$ cat src/rtl/pwm_dbuf.sv
module pwm_dbuf #(
  parameter int TW = 8,
  parameter int FW = 2
) (
  input  logic          clk,
  input  logic          rst_n,
  input  logic          en,
  input  logic [TW-1:0] period,
  input  logic [TW-1:0] duty_hi,
  input  logic [FW-1:0] duty_lo,
  input  logic [1:0]    pscale,
  input  logic          ovf_clr,
  output logic          pwm,
  output logic          pmatch,
  output logic          ovf
);
  localparam int DW = TW + FW;
  localparam int PW = FW + 4;

  logic [TW-1:0] tmr;
  logic [PW-1:0] pre, lim;
  logic [FW-1:0] fine;
  logic [DW-1:0] dact;
  logic          tick, bnd;

  always_comb begin
    case (pscale)
      2'b00:   begin lim = PW'(3);  fine = pre[1:0]; end
      2'b01:   begin lim = PW'(15); fine = pre[3:2]; end
      default: begin lim = PW'(63); fine = pre[5:4]; end
    endcase
  end

  assign tick = en && (pre >= lim);
  assign bnd  = tick && (tmr == period);
  assign pwm  = en && ({tmr, fine} < dact);

  always_ff @(posedge clk or negedge rst_n) begin
    if (!rst_n) begin
      tmr <= '0; pre <= '0; dact <= '0; pmatch <= 1'b0; ovf <= 1'b0;
    end else begin
      pmatch <= bnd;
      if (bnd) ovf <= 1'b1;
      else if (ovf_clr) ovf <= 1'b0;
      if (!en) begin
        tmr <= '0;
        pre <= '0;
      end else if (tick) begin
        pre <= '0;
        if (bnd) begin
          tmr  <= '0;
          dact <= {duty_hi, duty_lo};
        end else begin
          tmr <= tmr + 1'b1;
        end
      end else begin
        pre <= pre + 1'b1;
      end
    end
  end

  assert_disabled_idle_R1: assert property (@(posedge clk) disable iff (!rst_n)
    !en |=> (tmr == '0 && pre == '0) || en);
  assert_disabled_low_R1: assert property (@(posedge clk) disable iff (!rst_n)
    !en |-> !pwm);
  assert_match_at_start_R2: assert property (@(posedge clk) disable iff (!rst_n)
    pmatch |-> (tmr == '0 && pre == '0));
  assert_rise_at_start_R3: assert property (@(posedge clk) disable iff (!rst_n)
    $rose(pwm) |-> (tmr == '0 && pre == '0));
  assert_zero_duty_low_R4: assert property (@(posedge clk) disable iff (!rst_n)
    (dact == '0) |-> !pwm);
  assert_duty_hold_R6: assert property (@(posedge clk) disable iff (!rst_n)
    !bnd |=> $stable(dact));
  assert_ovf_sticky_R7: assert property (@(posedge clk) disable iff (!rst_n)
    (ovf && !ovf_clr) |=> ovf);
  assert_ovf_set_R7: assert property (@(posedge clk) disable iff (!rst_n)
    pmatch |-> ovf);
endmodule

$ cat config.mk
export PLATFORM = sky130hd
export DESIGN_NAME = pwm_dbuf
export DESIGN_NICKNAME = d
export VERILOG_FILES = /design/src/rtl/pwm_dbuf.sv
export SDC_FILE = /design/constraint.sdc
export NUM_CORES = 1
export LEC_CHECK = 0
export BUFFER_PORTS_ARGS = -buffer_cell sky130_fd_sc_hd__buf_2
export CAP_MARGIN = 20
export CORE_MARGIN = 8
export CORE_UTILIZATION = 25
export CTS_BUF_LIST = sky130_fd_sc_hd__clkbuf_8
export DETAILED_ROUTE_END_ITERATION = 8
export REMOVE_ABC_BUFFERS = 1
export SYNTH_ARGS = -nofsm -noshare
export SYNTH_HDL_FRONTEND = slang
export SYNTH_SLANG_ARGS = --single-unit
export TNS_END_PERCENT = 50
$ cat constraint.sdc
create_clock -name clk -period 3.6 [get_ports clk]
set_input_delay 0.18 -clock clk [delete_from_list [all_inputs] [get_ports clk]]
set_output_delay 0.18 -clock clk [all_outputs]
set_load 0.05 [all_outputs]
* Yosys cells after proc, flatten, opt, wreduce, memory -nomap -nowiden
Index checks and enable logic that the tools add are counted. Widths: inputs -> output; s select.
Storage, ports and cells: output and inout bits 3, flip-flop bits (word level) 26, bits of input ports 24, word-level logic and storage cells 27
Operators by class: equality and inequality tests 3, $lt $le $gt $ge 2, add/sub/neg operators 2, reduce and logical (&&, ||, !) cells 6, multiplexer cells 9
Operator list (count):
- $mux 8 | 3
- $mux 6 | 2
- $pmux 6 s2 | 1
- $lt 10x10->1 | 1
- $add 8x1->8 const B | 1
- $eq 8x8->1 | 1
- $add 6x1->6 const B | 1
- $ge 6x6->1 | 1
- $pmux 2 s2 | 1
- $logic_and 1x1->1 | 3
- $reduce_and 3->1 | 1
- $eq 2x1->1 const B | 1
- $logic_not 2->1 | 1
- $mux 1 | 2
- $ne 2x1->1 const B | 1
- $reduce_bool 2->1 | 1

* Longest topological paths before layout
depth in word-level cells 8, mapped depth 7, gate-level depth less buffers 7

* Worst setup path after synthesis
OpenSTA, ideal clock, no wires.
path kind register -> output, start register tmr[1], end output port pwm, arrival time 2.308 ns, cell stages (with the launch flop) 7, path slack 1.112 ns, path buffers 0, required time 3.420 ns, cell sequence dfrtp_1 ha_1 a21oi_1 nor2b_1 o21ai_0 a21oi_1 a211oi_1
Between the ends: cells in the longest elaborated chain, start to end 2
Ends and longest elaborated chain:
- start, declared | line 20 | logic [TW-1:0] tmr;
- start signal, assigned | line 54 | tmr <= tmr + 1'b1;
- $lt 10x10->1 | line 36 | assign pwm = en && ({tmr, fine} < dact);
- $logic_and 1x1->1 | line 36
- end, declared | line 13 | output logic pwm,
Every way passes these cells.

* Worst setup path in the final report
start register tmr[2], end register dact[1]
Between the ends: cells in the longest elaborated chain, start to end 3
Ends and longest elaborated chain:
- $eq 8x8->1 | line 35 | assign bnd = tick && (tmr == period);
- $logic_and 1x1->1 | line 35
- $reduce_and 3->1 (no source line)
- end signal, assigned | line 52 | dact <= {duty_hi, duty_lo};
- end, declared | line 23 | logic [DW-1:0] dact;
Every way passes these cells. A chain may end at the register's enable or synchronous reset.

==> results.txt <==
----------------------------------------------------
[Worst setup path]
  Largest fanout of any net on the critical path ... 11
  Register-to-Register Setup Slack ... 1.32 ns
  Worst setup EP type ... flip-flop
  Cell-by-cell trace of the critical path ... xnor2_1 -> nand4_1 -> nor2_1 -> nand3_2 -> mux2_4
  Critical Path AT ... 2.44 ns
  CP max-delay cell ... nor2_1
  Critical path launch point type ... flip-flop
  Required time at the endpoint of the critical path ... 3.76 ns
  Slowest stage delay, CP ... 0.52 ns
  Path type of the worst setup path ... reg2reg

[Pwr]
  Logic gate share of total power ... 0.093
  Switching power summed over all nets ... ~120 uW
  Clock network fraction of design power ... 0.321
  Peak VDD IR ... 0.000112 V
  Final Power ... 509 uW
  Internal Pwr Total ... 392 uW
  Leakage ... about 0.9 nW
  Ratio of total power to cell area ... approximately 270 mW/mm2
  Switching portion of total power ... 0.230
  Sequential Power Share ... 0.587

[Timing]
  Fin. Hold Viols ... 0
  Final clock period utilization by the worst path ... 0.633
  Highest clock frequency the design can meet ... 439 MHz
  Setup ws final ... 1.32 ns
  Final period demand of the worst path ... between 2 and 2.5 ns
  Setup tns final ... 0 ns
  Post-route worst hold slack ... 0.0868 ns
  RSZ-0062 raised after global routing ... false
  Transition time at the pin with the least slew margin ... between 0.6 and 0.7 ns
  Number of setup violations in the final report ... 0
  Layout Skew ... 0.00569 ns
  Slew Limit Headroom ... 0.592
  Number of pins with negative max-slew slack in the final report ... 0

[Job]
  Count of max-cap constraint violations ... 0

[Floorplan]
  Initial standard-cell utilization of the core ... 0.257
  Area inside the core boundary ... 0.00631 mm2
  Count of pins on the block boundary ... 27
  Width of the die ... just under 100 um
  Die Height ... 96.6 um
  Overall die area ... a little over 0.009 mm2
  Std-Cell Rows ... 29

[Finish]
  Nets ... roughly 220
  Share of final-layout standard cells stronger than drive strength 1 ... 0.250
  Layout Cells excl Fill ... 257
  Layout Area Growth over Synthesis ... 15.9%
  Leading cell types in the layout, fill and taps excluded ... dfrtp_1, buf_2, ha_1
  Diode count ... 0
  Area of all placed cells without fillers ... 0.00188 mm2
  Fill count ... a little under 700
  Share of the core filled with cells in the final layout ... 0.298

[Synth]
  Count of yosys warnings during synthesis ... 0
  Synth cell types ... 40
  Combined area of all synthesized cells ... 0.00162 mm2
  Part of the Yosys area used for sequential elements ... 0.401
  Post-synth top area cell ... dfrtp_1
  Avg Synthesized Cell Area ... 10.6 um2
  Number of enable flip-flop cells after synthesis ... 0
  Leading post-synthesis cells by cell area ... dfrtp_1, ha_1, mux2_4
  Share of async-settable or async-resettable flops after synthesis ... 1.00
  Area share of the largest cell type after synthesis ... 0.401
  Flip-flop and latch count after synthesis ... 26
  Most used DFF post-synth ... dfrtp_1
  Post-Syn Instances ... 153

[Clock tree]
  Clock transition at the registers of the reported paths ... 0.09 ns
  CTS Root Buffer Type ... clkbuf_8
  Post-CTS Hold Buffers ... 1
  Post-CTS sizing ... 0
  Count of clock tree sinks ... 26
  Depth of the CTS H-tree ... 1
  Worst-skew pair later-pin latency ... between 0.2 and 0.3 ns
  Post CTS Setup Buffer Count ... 0
  CTS tree ... done
  TritonCTS Buffers ... 3
  Max Buffers Root-to-Sink ... 2

[GRT]
  Global-route total usage across every layer ... 0.0792
  Via count of the first global-routing pass ... 1,218
  Maximum number of pins on one net before global-route repair ... 27
  Leftover overflow at the end of global routing ... 0
  Initial antenna violation count ... 0
  Wire length of the first global-routing pass ... 5.89 mm

[Place]
  Gpl congestion ... 0.792
  Setup WS pre-CTS ... 1.32 ns
  Post-Place Cell Area ... 0.00183 mm2
  Port Buf Inserts ... 26
  Hpwl dp ... 2.65 mm
  Total placed cells including tap cells ... 253

[Routing]
  Sum of routed wire length over all layers ... 3.37 mm
  DR DRC count ... 0
  Number of DRC markers in iteration 0 ... 49
  Drt via density ... ~4.6
  Total number of vias ... around 1,200
  Wirelength per Cell ... 13.1 um
  Number of nets with antenna violations after detailed routing ... 0
  Drt first pass iters ... 4

[Hold path]
  Hold/Removal Path Class ... in2reg

[Status]
  Status ... complete, no violations

----------------------------------------------------
-- state kept, by name, summed over array words and instances, names as in the netlist --
signal and count:
ovf 1, dact 10, tmr 8, pre 6
pmatch 1
-- power groups by stage --
stage / clock network (mW) / logic (mW) / registers, mW
after floorplan: 0 / 0.0214 / 0.304
after global placement: 0 / 0.0477 / 0.304
final: 0.163 / 0.0473 / 0.298
after global routing: 0.184 / 0.0536 / 0.299
after CTS: 0.171 / 0.0487 / 0.298
after detailed placement: 0 / 0.0476 / 0.304
-- cells in the mapped netlist (3+ instances only) --
cell,n
dfrtp_1,26
inv_1,11
nand3_1,5
a32o_1,4
nand2_1,7
and3b_1,3
mux2_4,9
xnor2_1,10
nand4_1,3
o21ai_0,9
a21oi_1,3
and3_1,5
ha_1,13
nor2_1,12
-- cell families (layout without fill, tap and decap cells) --
| family | Yosys count | in the layout | share of synthesized area |
|---|---|---|---|
| flip-flops | 26 | 26 | 0.401 |
| buffers and inverters | 14 | 41 | 0.0378 |
| AO/OA/AOI/OAI | 29 | 29 | 0.132 |
| XOR/XNOR | 12 | 12 | 0.0648 |
| AND/OR/NAND/NOR | 46 | 46 | 0.155 |
| adder cells (fa/ha/maj) | 13 | 13 | 0.100 |
| multiplexers | 13 | 13 | 0.109 |
-- critical path, delay by kind of cell (launching register included) --
| kind | cells | cell delay [ns] |
|---|---|---|
| flip-flops | 1 | 0.47 |
| multiplexers | 1 | 0.41 |
| AND/OR/NAND/NOR | 3 | 1.09 |
| XOR/XNOR | 1 | 0.20 |
-- layer usage --
layer,routed length (um),GRT usage,vias to the layer above
met5,0,0,-
met4,59,0.0340,0
met3,98,0.00773,4
met2,1500,0.121,26
met1,1710,0.111,558
li1,-,-,604
-- path summary, 6_finish.rpt --
path                            to  cells past startpoint  startpoint
max                        dact[1]                      5      tmr[2]
min                            ovf                      2     ovf_clr
max reg2reg                dact[1]                      5      tmr[2]
min reg2reg                 pre[0]                      1      pre[0]
max in group asynchronous   tmr[4]                      2       rst_n
min in group asynchronous   tmr[1]                      2       rst_n
-- layout make-up --
class | instances | area (um2) | area share
multi-input cells | 113 | 911 | 0.484
flip-flops and latches | 26 | 651 | 0.346
inverters | 11 | 41.3 | 0.0220
well taps | 77 | 96.3 | 0.0512
repair buffers | 27 | 140 | 0.0745
clock buffers | 3 | 41.3 | 0.0220
(Power assumes the default switching activity.)
